`config.mk`:
```
export PLATFORM = sky130hd
export DESIGN_NAME = mdio_mgmt_master
export DESIGN_NICKNAME = d
export VERILOG_FILES = /design/src/rtl/mdio_mgmt_pkg.sv /design/src/rtl/mdio_mgmt_clkgen.sv /design/src/rtl/mdio_mgmt_engine.sv /design/src/rtl/mdio_mgmt_master.sv
export SDC_FILE = /design/constraint.sdc
export NUM_CORES = 1
export LEC_CHECK = 0
export BUFFER_PORTS_ARGS = -buffer_cell sky130_fd_sc_hd__buf_2
export CELL_PAD_IN_SITES_DETAIL_PLACEMENT = 1
export CELL_PAD_IN_SITES_GLOBAL_PLACEMENT = 1
export CORE_MARGIN = 2
export CORE_UTILIZATION = 50
export CTS_CLUSTER_DIAMETER = 40
export DETAILED_ROUTE_END_ITERATION = 7
export PLACE_DENSITY = 0.78
export SLEW_MARGIN = 20
export SYNTH_ARGS = -nofsm -noshare
export SYNTH_HDL_FRONTEND = slang
export SYNTH_SLANG_ARGS = --single-unit
```
`constraint.sdc`:
```
create_clock -name clk -period 13.76 [get_ports clk]
set_input_delay 0 -clock clk [delete_from_list [all_inputs] [get_ports clk]]
set_output_delay 0 -clock clk [all_outputs]
set_load 0.005 [all_outputs]
```
`src/rtl/mdio_mgmt_pkg.sv`:
```
package mdio_mgmt_pkg;
  localparam int OFS_CMD   = 'h00;
  localparam int OFS_ADDR  = 'h04;
  localparam int OFS_WDATA = 'h08;
  localparam int OFS_RDATA = 'h0C;
  localparam int OFS_STAT  = 'h10;

  localparam int DATA_W    = 16;
  localparam int START_BIT = 14;
  localparam int CMD_W     = 14;

  localparam logic [1:0] CLAUSE_SHORT = 2'd1;

  typedef struct packed {
    logic [1:0] clause;
    logic [1:0] op;
    logic [4:0] phy;
    logic [4:0] reg_sel;
  } cmd_t;

  function automatic logic frame_is_read(cmd_t c);
    if (c.clause == CLAUSE_SHORT) return (c.op == 2'd2);
    return c.op[1];
  endfunction
endpackage

```
`src/rtl/mdio_mgmt_clkgen.sv`:
```
module mdio_mgmt_clkgen #(
  parameter int HALF_DIV = 10
) (
  input  logic clk,
  input  logic rst_n,
  output logic mdc,
  output logic fall_tick,
  output logic rise_tick
);
  localparam int CW = (HALF_DIV > 1) ? $clog2(HALF_DIV) : 1;
  localparam logic [CW-1:0] LAST = CW'(HALF_DIV - 1);

  logic [CW-1:0] cnt_q, cnt_d;
  logic          mdc_q, mdc_d;
  logic          wrap;

  assign wrap = (cnt_q == LAST);

  always_comb begin
    cnt_d = cnt_q + 1'b1;
    mdc_d = mdc_q;
    if (wrap) begin
      cnt_d = '0;
      mdc_d = ~mdc_q;
    end
  end

  always_ff @(posedge clk or negedge rst_n) begin
    if (!rst_n) begin
      cnt_q <= '0;
      mdc_q <= 1'b0;
    end else begin
      cnt_q <= cnt_d;
      mdc_q <= mdc_d;
    end
  end

  assign mdc       = mdc_q;
  assign fall_tick = wrap & mdc_q;
  assign rise_tick = wrap & ~mdc_q;
endmodule

```
`src/rtl/mdio_mgmt_engine.sv`:
```
module mdio_mgmt_engine
  import mdio_mgmt_pkg::*;
#(
  parameter int PRE_BITS = 32
) (
  input  logic              clk,
  input  logic              rst_n,
  input  logic              start_i,
  input  cmd_t              cmd_i,
  input  logic [DATA_W-1:0] addr_i,
  input  logic [DATA_W-1:0] wdata_i,
  input  logic              fall_tick_i,
  input  logic              rise_tick_i,
  input  logic              mdio_i,
  output logic              busy_o,
  output logic              mdio_o,
  output logic              mdio_oe,
  output logic              rd_done_o,
  output logic              rd_fail_o,
  output logic [DATA_W-1:0] rd_data_o
);
  localparam int FRAME_W = PRE_BITS + 2 * DATA_W;
  localparam int REL_IDX = PRE_BITS + 14;
  localparam int TA2_IDX = PRE_BITS + 15;
  localparam int CNT_W   = $clog2(FRAME_W + 1);

  logic               busy_q, busy_d;
  logic [CNT_W-1:0]   cnt_q, cnt_d;
  logic [FRAME_W-1:0] tx_q, tx_d;
  logic               rd_q, rd_d;
  logic               o_q, o_d;
  logic               oe_q, oe_d;
  logic               ta_ok_q, ta_ok_d;
  logic [DATA_W-1:0]  rx_q, rx_d;
  logic               fin;
  logic [1:0]         start_code;
  logic [DATA_W-1:0]  payload;
  logic [FRAME_W-1:0] frame_w;

  always_comb begin
    start_code = (cmd_i.clause == CLAUSE_SHORT) ? 2'b01 : 2'b00;
    payload    = (cmd_i.clause != CLAUSE_SHORT && cmd_i.op == 2'd0) ? addr_i : wdata_i;
    frame_w    = {{PRE_BITS{1'b1}}, start_code, cmd_i.op, cmd_i.phy, cmd_i.reg_sel,
                  2'b10, payload};
  end

  always_comb begin
    busy_d  = busy_q;
    cnt_d   = cnt_q;
    tx_d    = tx_q;
    rd_d    = rd_q;
    o_d     = o_q;
    oe_d    = oe_q;
    ta_ok_d = ta_ok_q;
    rx_d    = rx_q;
    fin     = 1'b0;
    if (!busy_q) begin
      if (start_i) begin
        busy_d  = 1'b1;
        cnt_d   = '0;
        tx_d    = frame_w;
        rd_d    = frame_is_read(cmd_i);
        ta_ok_d = 1'b0;
      end
    end else if (fall_tick_i) begin
      if (cnt_q == CNT_W'(FRAME_W)) begin
        fin    = 1'b1;
        busy_d = 1'b0;
        oe_d   = 1'b0;
        o_d    = 1'b1;
      end else begin
        oe_d  = !(rd_q && cnt_q >= CNT_W'(REL_IDX));
        o_d   = oe_d ? tx_q[FRAME_W-1] : 1'b1;
        tx_d  = {tx_q[FRAME_W-2:0], 1'b0};
        cnt_d = cnt_q + 1'b1;
      end
    end else if (rise_tick_i && rd_q) begin
      if (cnt_q == CNT_W'(TA2_IDX + 1)) ta_ok_d = !mdio_i;
      else if (cnt_q > CNT_W'(TA2_IDX + 1)) rx_d = {rx_q[DATA_W-2:0], mdio_i};
    end
  end

  always_ff @(posedge clk or negedge rst_n) begin
    if (!rst_n) begin
      busy_q  <= 1'b0;
      cnt_q   <= '0;
      tx_q    <= '0;
      rd_q    <= 1'b0;
      o_q     <= 1'b1;
      oe_q    <= 1'b0;
      ta_ok_q <= 1'b0;
      rx_q    <= '0;
    end else begin
      busy_q  <= busy_d;
      cnt_q   <= cnt_d;
      tx_q    <= tx_d;
      rd_q    <= rd_d;
      o_q     <= o_d;
      oe_q    <= oe_d;
      ta_ok_q <= ta_ok_d;
      rx_q    <= rx_d;
    end
  end

  assign busy_o    = busy_q;
  assign mdio_o    = o_q;
  assign mdio_oe   = oe_q;
  assign rd_done_o = fin & rd_q;
  assign rd_fail_o = ~ta_ok_q;
  assign rd_data_o = rx_q;
endmodule

```
`src/rtl/mdio_mgmt_master.sv`:
```
module mdio_mgmt_master
  import mdio_mgmt_pkg::*;
#(
  parameter int HALF_DIV = 10,
  parameter int ADDR_W   = 5,
  parameter int REG_W    = 32
) (
  input  logic              clk,
  input  logic              rst_n,
  input  logic              reg_we,
  input  logic [ADDR_W-1:0] reg_addr,
  input  logic [REG_W-1:0]  reg_wdata,
  output logic [REG_W-1:0]  reg_rdata,
  output logic              mdc,
  output logic              mdio_o,
  output logic              mdio_oe,
  input  logic              mdio_i
);
  logic [1:0]        rst_sync_q;
  logic              rst_n_s;
  cmd_t              cmd_q, cmd_d;
  logic [DATA_W-1:0] addr_q, addr_d;
  logic [DATA_W-1:0] wdata_q, wdata_d;
  logic [DATA_W-1:0] rdata_q, rdata_d;
  logic              err_q, err_d;
  logic              busy;
  logic              cmd_wr, start;
  logic              fall_tick, rise_tick;
  logic              rd_done, rd_fail;
  logic [DATA_W-1:0] rd_data;
  logic              unused_wdata;

  assign unused_wdata = ^reg_wdata;

  always_ff @(posedge clk or negedge rst_n) begin
    if (!rst_n) rst_sync_q <= 2'b00;
    else        rst_sync_q <= {rst_sync_q[0], 1'b1};
  end
  assign rst_n_s = rst_sync_q[1];

  assign cmd_wr = reg_we && (reg_addr == ADDR_W'(OFS_CMD)) && !busy;
  assign start  = cmd_wr && reg_wdata[START_BIT];

  always_comb begin
    cmd_d   = cmd_q;
    addr_d  = addr_q;
    wdata_d = wdata_q;
    rdata_d = rdata_q;
    err_d   = err_q;
    if (cmd_wr) cmd_d = cmd_t'(reg_wdata[CMD_W-1:0]);
    if (reg_we && reg_addr == ADDR_W'(OFS_ADDR))  addr_d  = reg_wdata[DATA_W-1:0];
    if (reg_we && reg_addr == ADDR_W'(OFS_WDATA)) wdata_d = reg_wdata[DATA_W-1:0];
    if (rd_done) begin
      rdata_d = rd_data;
      err_d   = rd_fail;
    end
  end

  always_ff @(posedge clk or negedge rst_n_s) begin
    if (!rst_n_s) begin
      cmd_q   <= '0;
      addr_q  <= '0;
      wdata_q <= '0;
      rdata_q <= '0;
      err_q   <= 1'b0;
    end else begin
      cmd_q   <= cmd_d;
      addr_q  <= addr_d;
      wdata_q <= wdata_d;
      rdata_q <= rdata_d;
      err_q   <= err_d;
    end
  end

  always_comb begin
    reg_rdata = '0;
    case (reg_addr)
      ADDR_W'(OFS_CMD):   reg_rdata = REG_W'({busy, cmd_q});
      ADDR_W'(OFS_ADDR):  reg_rdata = REG_W'(addr_q);
      ADDR_W'(OFS_WDATA): reg_rdata = REG_W'(wdata_q);
      ADDR_W'(OFS_RDATA): reg_rdata = REG_W'(rdata_q);
      ADDR_W'(OFS_STAT):  reg_rdata = REG_W'(err_q);
      default:            reg_rdata = '0;
    endcase
  end

  mdio_mgmt_clkgen #(.HALF_DIV(HALF_DIV)) u_clkgen (
    .clk       (clk),
    .rst_n     (rst_n_s),
    .mdc       (mdc),
    .fall_tick (fall_tick),
    .rise_tick (rise_tick)
  );

  mdio_mgmt_engine #(.PRE_BITS(32)) u_engine (
    .clk         (clk),
    .rst_n       (rst_n_s),
    .start_i     (start),
    .cmd_i       (cmd_t'(reg_wdata[CMD_W-1:0])),
    .addr_i      (addr_q),
    .wdata_i     (wdata_q),
    .fall_tick_i (fall_tick),
    .rise_tick_i (rise_tick),
    .mdio_i      (mdio_i),
    .busy_o      (busy),
    .mdio_o      (mdio_o),
    .mdio_oe     (mdio_oe),
    .rd_done_o   (rd_done),
    .rd_fail_o   (rd_fail),
    .rd_data_o   (rd_data)
  );
endmodule

```
Word level (Yosys, flattened, before mapping):

Cells that the tools add are included.

* register bits: 162
* input port bits: 41
* output and inout bits: 35

* $add $sub $neg: 2
* order comparisons: 2
* equal/unequal tests: 15
* multiplexer cells: 32
* bitwise gates (word level): 8
* reduce and logical (&&, ||, !) cells: 19

Operators with widths (number)
* 64-bit two-way mux: 4
* 16-bit one-hot mux with 5 select lines: 1
* 7-bit two-way mux: 4
* 1-bit two-way mux: 21
* 16-bit two-way mux: 1
* 5-bit by 4-bit equality test with 1-bit output, second input constant: 2
* 2-bit inequality test, second input constant: 5
* 1-bit logical AND: 8
* 7-bit by 1-bit adder with 7-bit output, second input constant: 1
* 7-bit by 6-bit equality test with 1-bit output, second input constant: 1
* 7-bit equality test, second input constant: 1
* 7-bit by 6-bit >= comparator with 1-bit output, second input constant: 1
* 7-bit by 6-bit > comparator with 1-bit output, second input constant: 1
* 5-bit by 3-bit equality test with 1-bit output, second input constant: 1
* 5-bit equality test, second input constant: 1
* 5-bit zero test: 1
* 1-bit NOT: 5
* 5-bit AND reduction: 1
* 4-bit by 1-bit adder with 4-bit output, second input constant: 1
* 4-bit equality test, second input constant: 1
* 4-bit two-way mux: 1
* 2-bit AND reduction: 2
* 4-bit AND reduction: 1
* 1-bit bitwise AND: 3
* 7 further kinds: 9

Longest topological paths before layout:

Gate-level depths: netlist (run 1).

* depth in word-level cells: 7
* mapped depth: 7
* gate-level depth less buffers: 6

By module:

From an unflattened synthesis (run 1), not the netlist that was laid out.

* cells, all modules: 578
* area total of the unflattened synthesis: 7480.9 µm²

Modules (own cells, without submodules)
* mdio_mgmt_engine: times used 1, cells each 356, area each 4085.2 µm², sequential area each 2303.5 µm²
* mdio_mgmt_master: times used 1, cells each 202, area each 3173.0 µm², sequential area each 1626.6 µm²
* mdio_mgmt_clkgen: times used 1, cells each 20, area each 222.7 µm², sequential area each 125.1 µm²

Least setup slack after synthesis (run 1):

OpenSTA, ideal clock, no wires.

* path type: register to register
* from: reg u_engine.cnt_q[0]
* to: reg rdata_q[10]
* arrival: 2.096 ns
* required time: 13.635 ns
* slack: 11.539 ns
* stages on the path, launching flop included: 8
* path through: dfrtp_1 -> inv_1 -> ha_1 -> or3b_1 -> nor4b_4 -> nand3_2 -> buf_2 -> mux2_2

* cells in the longest elaborated chain, start to end: 5

RTL lines
* start, declared: line mdio_mgmt_engine.sv:28 `logic [CNT_W-1:0] cnt_q, cnt_d;`
* start signal, assigned: line mdio_mgmt_engine.sv:95 `cnt_q <= cnt_d;`
* 7-bit equality test: line mdio_mgmt_engine.sv:66 `if (cnt_q == CNT_W'(FRAME_W)) begin`
* 1-bit two-way mux: line mdio_mgmt_engine.sv:66
* 1-bit two-way mux: line mdio_mgmt_engine.sv:65 `end else if (fall_tick_i) begin`
* 1-bit two-way mux: line mdio_mgmt_engine.sv:57 `if (!busy_q) begin`
* 1-bit bitwise AND: line mdio_mgmt_engine.sv:108 `assign rd_done_o = fin & rd_q;`
* end signal, assigned: line mdio_mgmt_master.sv:70 `rdata_q <= rdata_d;`
* end, declared: line mdio_mgmt_master.sv:24 `logic [DATA_W-1:0] rdata_q, rdata_d;`

No other way between the ends.
A chain may end at the register's enable or synchronous reset.

Final worst setup path (run 1):

* from: reg u_engine.busy_q, in the netlist u_engine.busy_o
* to: reg u_engine.tx_q[36]

* cells in the longest elaborated chain, start to end: 5
* elaborated cells on any way between the ends: 8

RTL lines
* start, declared: line mdio_mgmt_engine.sv:27 `logic busy_q, busy_d;`
* start signal, assigned: line mdio_mgmt_engine.sv:94 `busy_q <= busy_d;`
* 1-bit zero test
* 1-bit logical AND: line mdio_mgmt_master.sv:41 `assign cmd_wr = reg_we && (reg_addr == ADDR_W'(OFS_CMD)) && !busy;`
* 1-bit logical AND: line mdio_mgmt_master.sv:42 `assign start = cmd_wr && reg_wdata[START_BIT];`
* 2-bit nonzero test (no source line)
* 3-bit AND reduction (no source line)
* end signal, assigned: line mdio_mgmt_engine.sv:96 `tx_q <= tx_d;`
* end, declared: line mdio_mgmt_engine.sv:29 `logic [FRAME_W-1:0] tx_q, tx_d;`

Parallel ways exist; a longest one is shown, timed or not.

==> impl_results.md, run 1 <==
* Number of vias in the routed layout at 4,936
* Setup TNS at 0 ns
* Core Region at 0.0146 mm²
* Ys Warns at 0
* Largest family of logic cells by synthesized area: multiplexers
* Fin. Hold Viols at 0
* Seq/Total Area, Yosys at 53.6%
* Crit path top cell by count: buf_4
* GP Congestion at 0.769
* Initial Utilization at 51.7%
* Filler Cell Count at 1,472
* Critical-path top delay cell: buf_4
* Vias in the first global route at 5,418
* Compound-Gate Fraction of Synth Area at 6.00%
* Worst skew pair latency at 0.43 ns
* Slew Limit Fails at 0
* Synthesized cell area at 0.00757 mm²
* Number of setup violations in the final report at 0
* CP Launch Point: u_engine.busy_o
* Reg2Reg Depth at 6
* Layout cell share with drive strength beyond 1 at 35.4%
* Pin count of the biggest net entering global routing at 106
* EDFF count, synth at 0
* Global Route Usage Sum at 23.1%
* Synth Area in Adders at 0.331%
* Slew headroom at 33.0%
* Synth top area share at 53.2%
* ANT cells at 0
* Tmin final at 3.11 ns
* CP startpoint kind: flop
* CP endpoint: u_engine.tx_q[36]
* Top FF cell, synth: dfrtp_1
* PostCTS Resize Cnt at 0
* Post-synth ARST share at 100%
* DP Wirelength at 10,400 µm
* Instance count of the mapped netlist at 603
* Clk slew on worst S/H paths at 0.06 ns
* Max_cap viols at 0
* Reg2Reg Capture Point: u_engine.tx_q[36]
* IO buf count at 43
* Least-Margin Pin Slew at 1.01 ns
* Yosys cell types at 47
* Status: complete, no violations
* Avg Cell Area, Syn at 12.6 µm²
* Leak at 4.21 nW
* Yosys reg bits at 162
* Via density per instance at 5.77
* Peak Freq at 0.322 GHz
* WP data required at 14.07 ns
* Final nets at 703
* Crit-path max FO at 105
* Die Height at 127 µm
* First-pass iteration count of the detailed router at 6
* Hold WC Path Type: input port to flop
* Multiplexer area fraction after synthesis at 22.8%
* Unrepaired setup endpoints after global routing: false
* Routed Wire Length at 17,400 µm
* FP Rows at 44
* Setup Skew at 0.00827 ns
* DIE AREA at 0.0161 mm²
* DR DRC count at 0
* Clock tree from TritonCTS: yes
* Final worst-path setup slack at 10.65 ns
* Critical-path cell list: buf_4 > nand3b_1 > or4_1 > o21ai_4 > buf_4 > mux2_2
* Flop-to-flop setup slack at 10.65 ns
* Simple-gate share of the synthesized area at 11.6%
* XOR/XNOR Fraction of Synth Area at 0.463%
* Maximum vdd ir drop at 0.0903 mV
* CTS max path bufs at 2
* Synth top cells by count: 161 x dfrtp_1, 144 x mux2_2, 58 x nand2_1
* Initial detailed-routing violation count at 338
* Clock sink count at 162
* Yosys top cell by area: dfrtp_1
* Htree depth at 4
* Arrival @ worst endpoint at 3.42 ns
* R2R Path Start: u_engine.busy_o
* Crit. End Element: flop
* Top cells by area, synth: dfrtp_1 53%, mux2_2 21%, nand2_1 2.9%
* DRT antenna net count at 0
* Area grow syn2layout at 14.2%
* Wire per inst at 20.3 µm
* Total Power at 0.00104 W
* Root buffer cell: clkbuf_16
* Pre-CTS setup slack at 10.69 ns
* Top-count cell post-synth: dfrtp_1
* Power per cell area at 120 mW/mm²
* Congestion Overflow GR at 0
* Die width at 127 µm
* Initial antenna violation count at 0
* CTS Buf Count at 17
* Setup Buffers After CTS at 0
* Wire length of the first global-routing pass at 28,700 µm
* Top Ports at 76
* Tcrit/Tclk final at 22.6%
* CP max stage delay at 0.68 ns
* Kind of critical path: flop to flop
## timing repair
item	in CTS	in global routing
endpoints found under the setup margin	0	0
hold buffers	21	0
endpoints found under the hold margin	57	0
## worst min-delay path by stage
| stage | cells after the start | slack, ns | end | startpoint |
|---|---|---|---|---|
| 3_5_place_dp | 1 | -0.21 | rst_sync_q[0] | rst_n |
| 3_3_place_gp | 1 | -0.21 | rst_sync_q[0] | rst_n |
| 5_1_grt | 3 | 0.08 | u_engine.cnt_q[5] | reg_addr[3] |
| 4_1_cts | 3 | 0.04 | u_engine.cnt_q[5] | reg_addr[3] |
| 6_report | 3 | 0.08 | u_engine.cnt_q[5] | reg_addr[3] |
| 2_1_floorplan | 0 | -0.30 | rst_sync_q[0] | rst_n |
## placed cells by master, fill, tap and decap left out, types with 10 or more instances in the layout
| cell type | n |
|---|---|
| nand4b_1 | 17 |
| nand2b_1 | 34 |
| dfrtp_1 | 159 |
| clkbuf_16 | 17 |
| dlygate4sd3_1 | 21 |
| o311ai_0 | 15 |
| conb_1 | 17 |
| a222oi_1 | 16 |
| buf_2 | 43 |
| inv_1 | 23 |
| mux2_2 | 144 |
| o21ai_0 | 10 |
| nand2_1 | 58 |
## sequential cells by signal, summed over array words and instances, names as in the netlist, 2 cells and up
signal and flops:
addr_q 16, cmd_q 14, rdata_q 16, rst_sync_q 2, u_clkgen.cnt_q 4, u_engine.cnt_q 7, u_engine.rd_data_o 16, u_engine.tx_q 64
wdata_q 16
## metrics by stage
step                      util [%]  instance area, µm²  hold slack (ns)  cells
final                         59.0                8640           0.0831    856
after CTS                     59.0                8640           0.0387    856
after floorplan                  -                7620           -0.296    618
after detailed placement      53.6                7840           -0.213    804
after global routing          59.0                8640           0.0828    856
after global placement        53.6                7840           -0.215    804
## power breakdown
| part | switching (W) | internal, W |
|---|---|---|
| registers | 0.0000179 | 0.000497 |
| clock network | 0.000192 | 0.000277 |
| logic | 0.0000291 | 0.0000263 |
| total | 0.000239 | 0.000800 |
## logic make-up (layout without fill, tap and decap cells)
group	count (synthesis)	in the layout
other	2	17
AO/OA/AOI/OAI	54	54
XOR/XNOR	4	4
adder cells (fa/ha/maj)	2	2
flip-flops	162	162
AND/OR/NAND/NOR	152	152
buffers and inverters	73	127
multiplexers	154	154
## cell type report
| type | count | area, µm² | share of cell area, % |
|---|---|---|---|
| clock inverters | 11 | 130 | 1.51 |
| multi-input cells | 383 | 3180 | 36.8 |
| repair buffers | 73 | 493 | 5.71 |
| clock buffers | 20 | 457 | 5.29 |
| flip-flops and latches | 162 | 4060 | 47.0 |
| well taps | 184 | 230 | 2.66 |
| inverters | 23 | 86.3 | 0.999 |
## critical path, delay by kind of cell (launching register included)
family                 cells  cell delay [ns]
buffers and inverters      2             1.07
and+or+nand+nor            2             0.91
muxes                      1             0.43
DFF                        1             0.39
AOI/OAI and AO/OA          1             0.11
## per-layer routing
metal / wire length (µm) / track usage [%] / vias up
met5: 0 / 0 / -
met4: 257 / 8.21 / 0
met3: 574 / 4.94 / 20
met2: 9020 / 39.7 / 98
met1: 7540 / 29.0 / 2566
li1: - / - / 2252
Power figures use the tool's default switching activity.
==> run 2, diff against run 1 <==
--- a/config.mk
+++ b/config.mk
@@ -5,14 +5,15 @@
 export SDC_FILE = /design/constraint.sdc
 export NUM_CORES = 1
 export LEC_CHECK = 0
+export ABC_AREA = 1
 export BUFFER_PORTS_ARGS = -buffer_cell sky130_fd_sc_hd__buf_2
 export CELL_PAD_IN_SITES_DETAIL_PLACEMENT = 1
 export CELL_PAD_IN_SITES_GLOBAL_PLACEMENT = 1
 export CORE_MARGIN = 2
-export CORE_UTILIZATION = 50
+export CORE_UTILIZATION = 40
 export CTS_CLUSTER_DIAMETER = 40
 export DETAILED_ROUTE_END_ITERATION = 7
-export PLACE_DENSITY = 0.78
+export PLACE_DENSITY = 0.72
 export SLEW_MARGIN = 20
 export SYNTH_ARGS = -nofsm -noshare
 export SYNTH_HDL_FRONTEND = slang
==> constraint.sdc (replaced) <==
create_clock -name clk -period 2.83 [get_ports clk]
set_input_delay 0 -clock clk [delete_from_list [all_inputs] [get_ports clk]]
set_output_delay 0 -clock clk [all_outputs]
set_load 0.005 [all_outputs]
==> impl_results.md, run 2 <==
* DR DRC count at 0
* Top cells by area, synth: dfrtp_1 51%, nand2_1 19%, nand3_1 7.1%
* GR Util met3 at 3.49%
* Worst min-delay path startpoint: reg_we
* First-pass iteration count of the detailed router at 5
* Routed Wire Length at 22,000 µm
* Arrival @ worst endpoint at 2.37 ns
* Clock sink count at 162
* Via density per instance at 5.05
* EDFF count, synth at 0
* Flop-to-flop setup slack at 0.84 ns
* Hold WC Path Type: input port to flop
* Layout cell share with drive strength beyond 1 at 14.3%
* Synth top cells by count: 411 x nand2_1, 161 x dfrtp_1, 113 x nand3_1
* Die width at 145 µm
* Instance count of the mapped netlist at 1,002
* CP Launch Point: u_clkgen.cnt_q[1]
* Die Height at 145 µm
* Leak at 4.81 nW
* GR peak layer: met2
* Grt met1 use at 29.9%
* Critical-path top delay cell: dfrtp_1
* Met2 Use GR at 37.3%
* Internal power at 0.00394 W
* Synth top area share at 50.8%
* WP buf/inv at 1
* Largest Register: u_engine.tx_q
* Root buffer cell: clkbuf_16
* Top FF cell, synth: dfrtp_1
* Setup Buffers After CTS at 0
* R2R Path Start: u_clkgen.cnt_q[1]
* Tmin final at 1.99 ns
* PostCTS Resize Cnt at 0
* Yosys top cell by area: dfrtp_1
* Clock tree from TritonCTS: yes
* Reg2Reg Capture Point: u_engine.tx_q[57]
* WP data required at 3.20 ns
* Maximum vdd ir drop at 0.388 mV
* Initial detailed-routing violation count at 337
* Initial antenna violation count at 0
* CTS Buf Count at 17
* Seq/Total Area, Yosys at 51.2%
* Critical-path cell list: nor2_1 > nand3_1 > nor2_1 > nand2_4 > nand2_2 > buf_4 > nand2_1 > nand2_1
* Power per cell area at 575 mW/mm²
* ANT cells at 0
* Number of setup violations in the final report at 0
* Power share of the clock group at 46.8%
* Core Region at 0.0195 mm²
* Kind of critical path: flop to flop
* Commonest non-fill, non-tap cell in the layout: nand2_1
* DIE AREA at 0.0210 mm²
* Crit-path max FO at 26
* Initial Utilization at 40.7%
* FP Rows at 51
* Reg2Reg Depth at 8
* Clk slew on worst S/H paths at 0.07 ns
* Synthesized cell area at 0.00793 mm²
* CP startpoint kind: flop
* Final nets at 1,089
* Max_cap viols at 0
* Tcrit/Tclk final at 70.5%
* Slew headroom at 43.1%
* Unrepaired setup endpoints after global routing: false
* Wire length of the first global-routing pass at 36,100 µm
* Slew Limit Fails at 0
* Yosys reg bits at 162
* Wire per inst at 16.6 µm
* Area grow syn2layout at 15.3%
* Hold Crit Depth at 3
* CTS max path bufs at 2
* Vias in the first global route at 6,836
* Number of vias in the routed layout at 6,690
* Congestion Overflow GR at 0
* WHS at 0.238 ns
* Highest-count cells in the layout ignoring fill and taps: 411 x nand2_1, 160 x dfrtp_1, 113 x nand3_1
* Status: complete, no violations
* Crit. End Element: flop
* DP Wirelength at 13,800 µm
* Fin. Hold Viols at 0
* Global Route Usage Sum at 22.3%
* GP Congestion at 0.772
* Peak Freq at 0.502 GHz
* Max reg flops at 64
* Sw frac at 25.1%
* Least-Margin Pin Slew at 0.849 ns
* Top Ports at 76
* CP delay by family, top: simple AND/OR/NAND/NOR gates
* Yosys cell types at 33
* Filler Cell Count at 2,400
* Worst skew pair latency at 0.44 ns
* Htree depth at 4
* DRT antenna net count at 0
* WHS Endpoint: wdata_q[14]
* Hold_buf cts at 19
* Post-synth ARST share at 100%
* Setup TNS at 0 ns
* Avg Cell Area, Syn at 7.91 µm²
* Top-count cell post-synth: nand2_1
* Pin count of the biggest net entering global routing at 68
* Sequential power share at 47.5%
* Setup Skew at 0.00814 ns
* Logic pwr share at 5.7%
* NetSw at 0.00132 W
* IO buf count at 43
* CP max stage delay at 0.41 ns
* Ys Warns at 0
==> run 2: cell types whose count changed in the layout (fill, tap and decap cells not counted), moves of 17 or more <==
cell,before,now
or2_2,0,33
nand4_1,1,33
inv_1,23,49
nand4b_1,17,0
o21ai_0,10,52
nand2b_1,34,0
nand3_1,4,113
nand2_1,58,411
mux2_2,144,0
==> run 2: power groups by stage <==
| stage | sequential [W] | combinational, W | clock, W |
|---|---|---|---|
| floorplan | 0.00253 | 0.000179 | 0 |
| global placement | 0.00253 | 0.000274 | 0 |
| detailed placement | 0.00253 | 0.000283 | 0 |
| CTS | 0.00249 | 0.000305 | 0.00250 |
| global route | 0.00251 | 0.000348 | 0.00260 |
| finish | 0.00249 | 0.000302 | 0.00246 |
==> run 2: stage by stage <==
stage	util (%)	worst slack (ns)	total power, W	instances	area, µm²
final	46.9	0.836	0.00525	1324	9140
after global routing	46.9	0.582	0.00545	1324	9140
after CTS	46.9	0.804	0.00530	1324	9140
after detailed placement	42.8	0.826	0.00282	1273	8330
after global placement	42.8	0.877	0.00281	1273	8330
after floorplan	-	0.150	0.00270	1017	7980
==> run 2: logic make-up (layout without fill, tap and decap cells) <==
| group | after synthesis | after routing | synth area share, % |
|---|---|---|---|
| simple gates | 639 | 639 | 36.0 |
| flops | 162 | 162 | 51.2 |
| buf+inv | 125 | 167 | 7.58 |
| compound gates | 68 | 68 | 4.39 |
| xor+xnor | 4 | 4 | 0.442 |
| fa+ha+maj | 2 | 2 | 0.316 |
| other cells | 2 | 17 | 0.0947 |
==> run 2: cell type report <==
cell class / instances / area [µm²] / area share, %
flip-flops and latches: 162 / 4060 / 44.4
clock buffers: 17 / 425 / 4.66
well taps: 265 / 332 / 3.63
multi-input cells: 730 / 3330 / 36.4
repair buffers: 82 / 606 / 6.63
clock inverters: 15 / 190 / 2.08
inverters: 53 / 199 / 2.18
==> run 2: how the worst max path moves through the flow <==
stage | to | depth (start not counted)
final | u_engine.tx_q[57] | 8
after detailed placement | u_engine.tx_q[47] | 8
after global placement | u_engine.tx_q[51] | 9
after global routing | u_engine.tx_q[44] | 8
after floorplan | addr_q[0] | 0
after CTS | u_engine.tx_q[57] | 8
==> run 2: worst register-to-register path, delay by kind of cell (launching register included) <==
kind	cells	cell delay (ns)
simple gates	7	1.21
flops	1	0.41
buf+inv	1	0.32
==> run 2: layer usage <==
metal	share of wire, %	routed length (µm)	vias up
met2	49	10700	92
met3	2.7	601	26
li1	-	-	3253
met1	47	10400	3319
met4	1.6	346	0
met5	0	0	-
==> run 3, diff against run 2 <==
--- a/config.mk
+++ b/config.mk
@@ -5,15 +5,15 @@
 export SDC_FILE = /design/constraint.sdc
 export NUM_CORES = 1
 export LEC_CHECK = 0
-export ABC_AREA = 1
+export ABC_AREA = 0
 export BUFFER_PORTS_ARGS = -buffer_cell sky130_fd_sc_hd__buf_2
 export CELL_PAD_IN_SITES_DETAIL_PLACEMENT = 1
 export CELL_PAD_IN_SITES_GLOBAL_PLACEMENT = 1
 export CORE_MARGIN = 2
-export CORE_UTILIZATION = 40
+export CORE_UTILIZATION = 48
 export CTS_CLUSTER_DIAMETER = 40
 export DETAILED_ROUTE_END_ITERATION = 7
-export PLACE_DENSITY = 0.72
+export PLACE_DENSITY = 0.75
 export SLEW_MARGIN = 20
 export SYNTH_ARGS = -nofsm -noshare
 export SYNTH_HDL_FRONTEND = slang
==> constraint.sdc (replaced) <==
create_clock -name clk -period 1.95 [get_ports clk]
set_input_delay 0 -clock clk [delete_from_list [all_inputs] [get_ports clk]]
set_output_delay 0 -clock clk [all_outputs]
set_load 0.005 [all_outputs]
==> impl_results.md, run 3 (same netlist as run 1, synthesis figures left out) <==
* Reg area at 0.00406 mm²
* WHS Endpoint: u_engine.cnt_q[6]
* Hold WC Path Type: input port to flop
* Hold Crit Depth at 4
* Reg2Reg Capture Point: u_engine.tx_q[46]
* Commonest non-fill, non-tap cell in the layout: dfrtp_1
* Pin count of the biggest net entering global routing at 102
* First-pass iteration count of the detailed router at 6
* WP data required at 2.25 ns
* Initial Utilization at 49.4%
* DRT antenna net count at 0
* Routed Wire Length at 19,700 µm
* Power per cell area at 822 mW/mm²
* Multi-input logic area at 0.00330 mm²
* GP Congestion at 0.791
* Clock sink count at 162
* Peak Freq at 0.462 GHz
* Met2 Wirelength at 10,500 µm
* Clock tree from TritonCTS: yes
* Max layer used: met4
* Congestion Overflow GR at 0
* Crit. End Element: flop
* Top Ports at 76
* Vias in the first global route at 5,779
* Slew Limit Fails at 0
* Worst min-delay path startpoint: reg_addr[2]
* Final nets at 740
* WP buf/inv at 3
* Leak at 4.48 nW
* Highest-count cells in the layout ignoring fill and taps: 159 x dfrtp_1, 143 x mux2_2, 58 x nand2_1
* CTS Buf Count at 17
* Area grow syn2layout at 21.8%
* Largest Register: u_engine.tx_q
* Maximum vdd ir drop at 0.722 mV
* FP Rows at 45
* Critical-path cell list: inv_2 > ha_4 > or3b_4 > nor4b_4 > buf_4 > o21ai_4 > buf_12 > mux2_4
* ANT cells at 0
* R2R Path Start: u_engine.cnt_q[0]
* Htree depth at 4
* Core Region at 0.0153 mm²
* CP startpoint kind: flop
* Die Height at 130 µm
* Final worst-path setup slack at -0.215 ns
* CP delay by family, top: simple AND/OR/NAND/NOR gates
* Initial antenna violation count at 0
* CP max stage delay at 0.42 ns
* Tmin final at 2.17 ns
* CTS max path bufs at 2
* Global Route Usage Sum at 24.9%
* Met3 routed WL at 589 µm
* Die width at 130 µm
* Layout cell share with drive strength beyond 1 at 41.3%
* Clk slew on worst S/H paths at 0.06 ns
* Worst skew pair latency at 0.42 ns
* Util after Layout at 60.2%
* Crit-path max FO at 35
* Setup Skew at 0.0104 ns
* Met1 wire length at 8040 µm
* Number of setup violations in the final report at 105
* Arrival @ worst endpoint at 2.47 ns
* DIE AREA at 0.0168 mm²
* Status: finished, violations left
* Reg2Reg Depth at 8
* Critical-path top delay cell: dfrtp_1
* Failing checks: negative setup slack
* Fin. Hold Viols at 0
* Kind of critical path: flop to flop
* Initial detailed-routing violation count at 383
* Filler Cell Count at 1,567
* Unrepaired setup endpoints after global routing: true
* Max_cap viols at 0
* Via density per instance at 5.63
* Flop-to-flop setup slack at -0.22 ns
* Number of vias in the routed layout at 5,184
* Wire length of the first global-routing pass at 31,600 µm
* Wire per inst at 21.4 µm
* Slew headroom at 53.5%
* DP Wirelength at 11,400 µm
* DR DRC count at 0
* IO buf count at 43
* Max reg flops at 64
* Total Power at 0.00758 W
* Least-Margin Pin Slew at 0.698 ns
* Root buffer cell: clkbuf_16
* Tcrit/Tclk final at 111%
run 3: cell type report:
cell class	count	share of cell area (%)
clock buffers	22	5.04
clock inverters	9	1.67
inverters	23	0.937
multi-input cells	383	35.8
flip-flops and latches	162	44.0
well taps	211	2.86
repair buffers	110	9.60
run 3: tightest hold or removal path, stage by stage:
cell	delay [ns]
buf_2	0.16
nor4_1	0.08
buf_4	0.15
nor2_1	0.10
run 3: layer usage:
| layer | up-vias | GRT usage (%) |
|---|---|---|
| met2 | 126 | 44.2 |
| met5 | - | 0 |
| met3 | 28 | 3.80 |
| li1 | 2321 | - |
| met4 | 0 | 11.7 |
| met1 | 2709 | 29.6 |
run 3: worst max-delay path by stage:
stage | start | endpoint | slack [ns] | cells past startpoint
after floorplan | u_engine.cnt_q[0] | rdata_q[10] | -0.14 | 7
after global placement | u_engine.cnt_q[0] | u_engine.rd_data_o[13] | -0.13 | 6
after detailed placement | u_engine.cnt_q[0] | u_engine.tx_q[16] | -0.19 | 7
after CTS | u_engine.cnt_q[0] | u_engine.tx_q[18] | -0.16 | 8
after global routing | u_engine.cnt_q[0] | u_engine.tx_q[46] | -0.25 | 8
final | u_engine.cnt_q[0] | u_engine.tx_q[46] | -0.22 | 8
run 3: timing repair:
item	CTS	global route
endpoints found under the setup margin	105	108
pin swaps	5	9
buffers inserted	6	3
resized for setup	14	9
hold buffers	19	0
cloned	1	0
endpoints found under the hold margin	52	0
run 3: per-stage QoR:
step	TNS, ns	setup WS, ns	hold slack (ns)	area [µm²]	cells
after global placement	-9.16	-0.128	-0.215	8200	861
final	-17.87	-0.215	0.116	9220	920
after floorplan	-3.30	-0.140	-0.296	7660	618
after detailed placement	-12.02	-0.191	-0.213	8200	861
after CTS	-11.30	-0.162	0.0892	9160	918
after global routing	-22.15	-0.250	0.120	9220	920
run 3: power by group:
group	switching [W]	internal, W
registers	0.000120	0.00351
logic	0.000228	0.000200
clock network	0.00131	0.00221
total	0.00166	0.00591
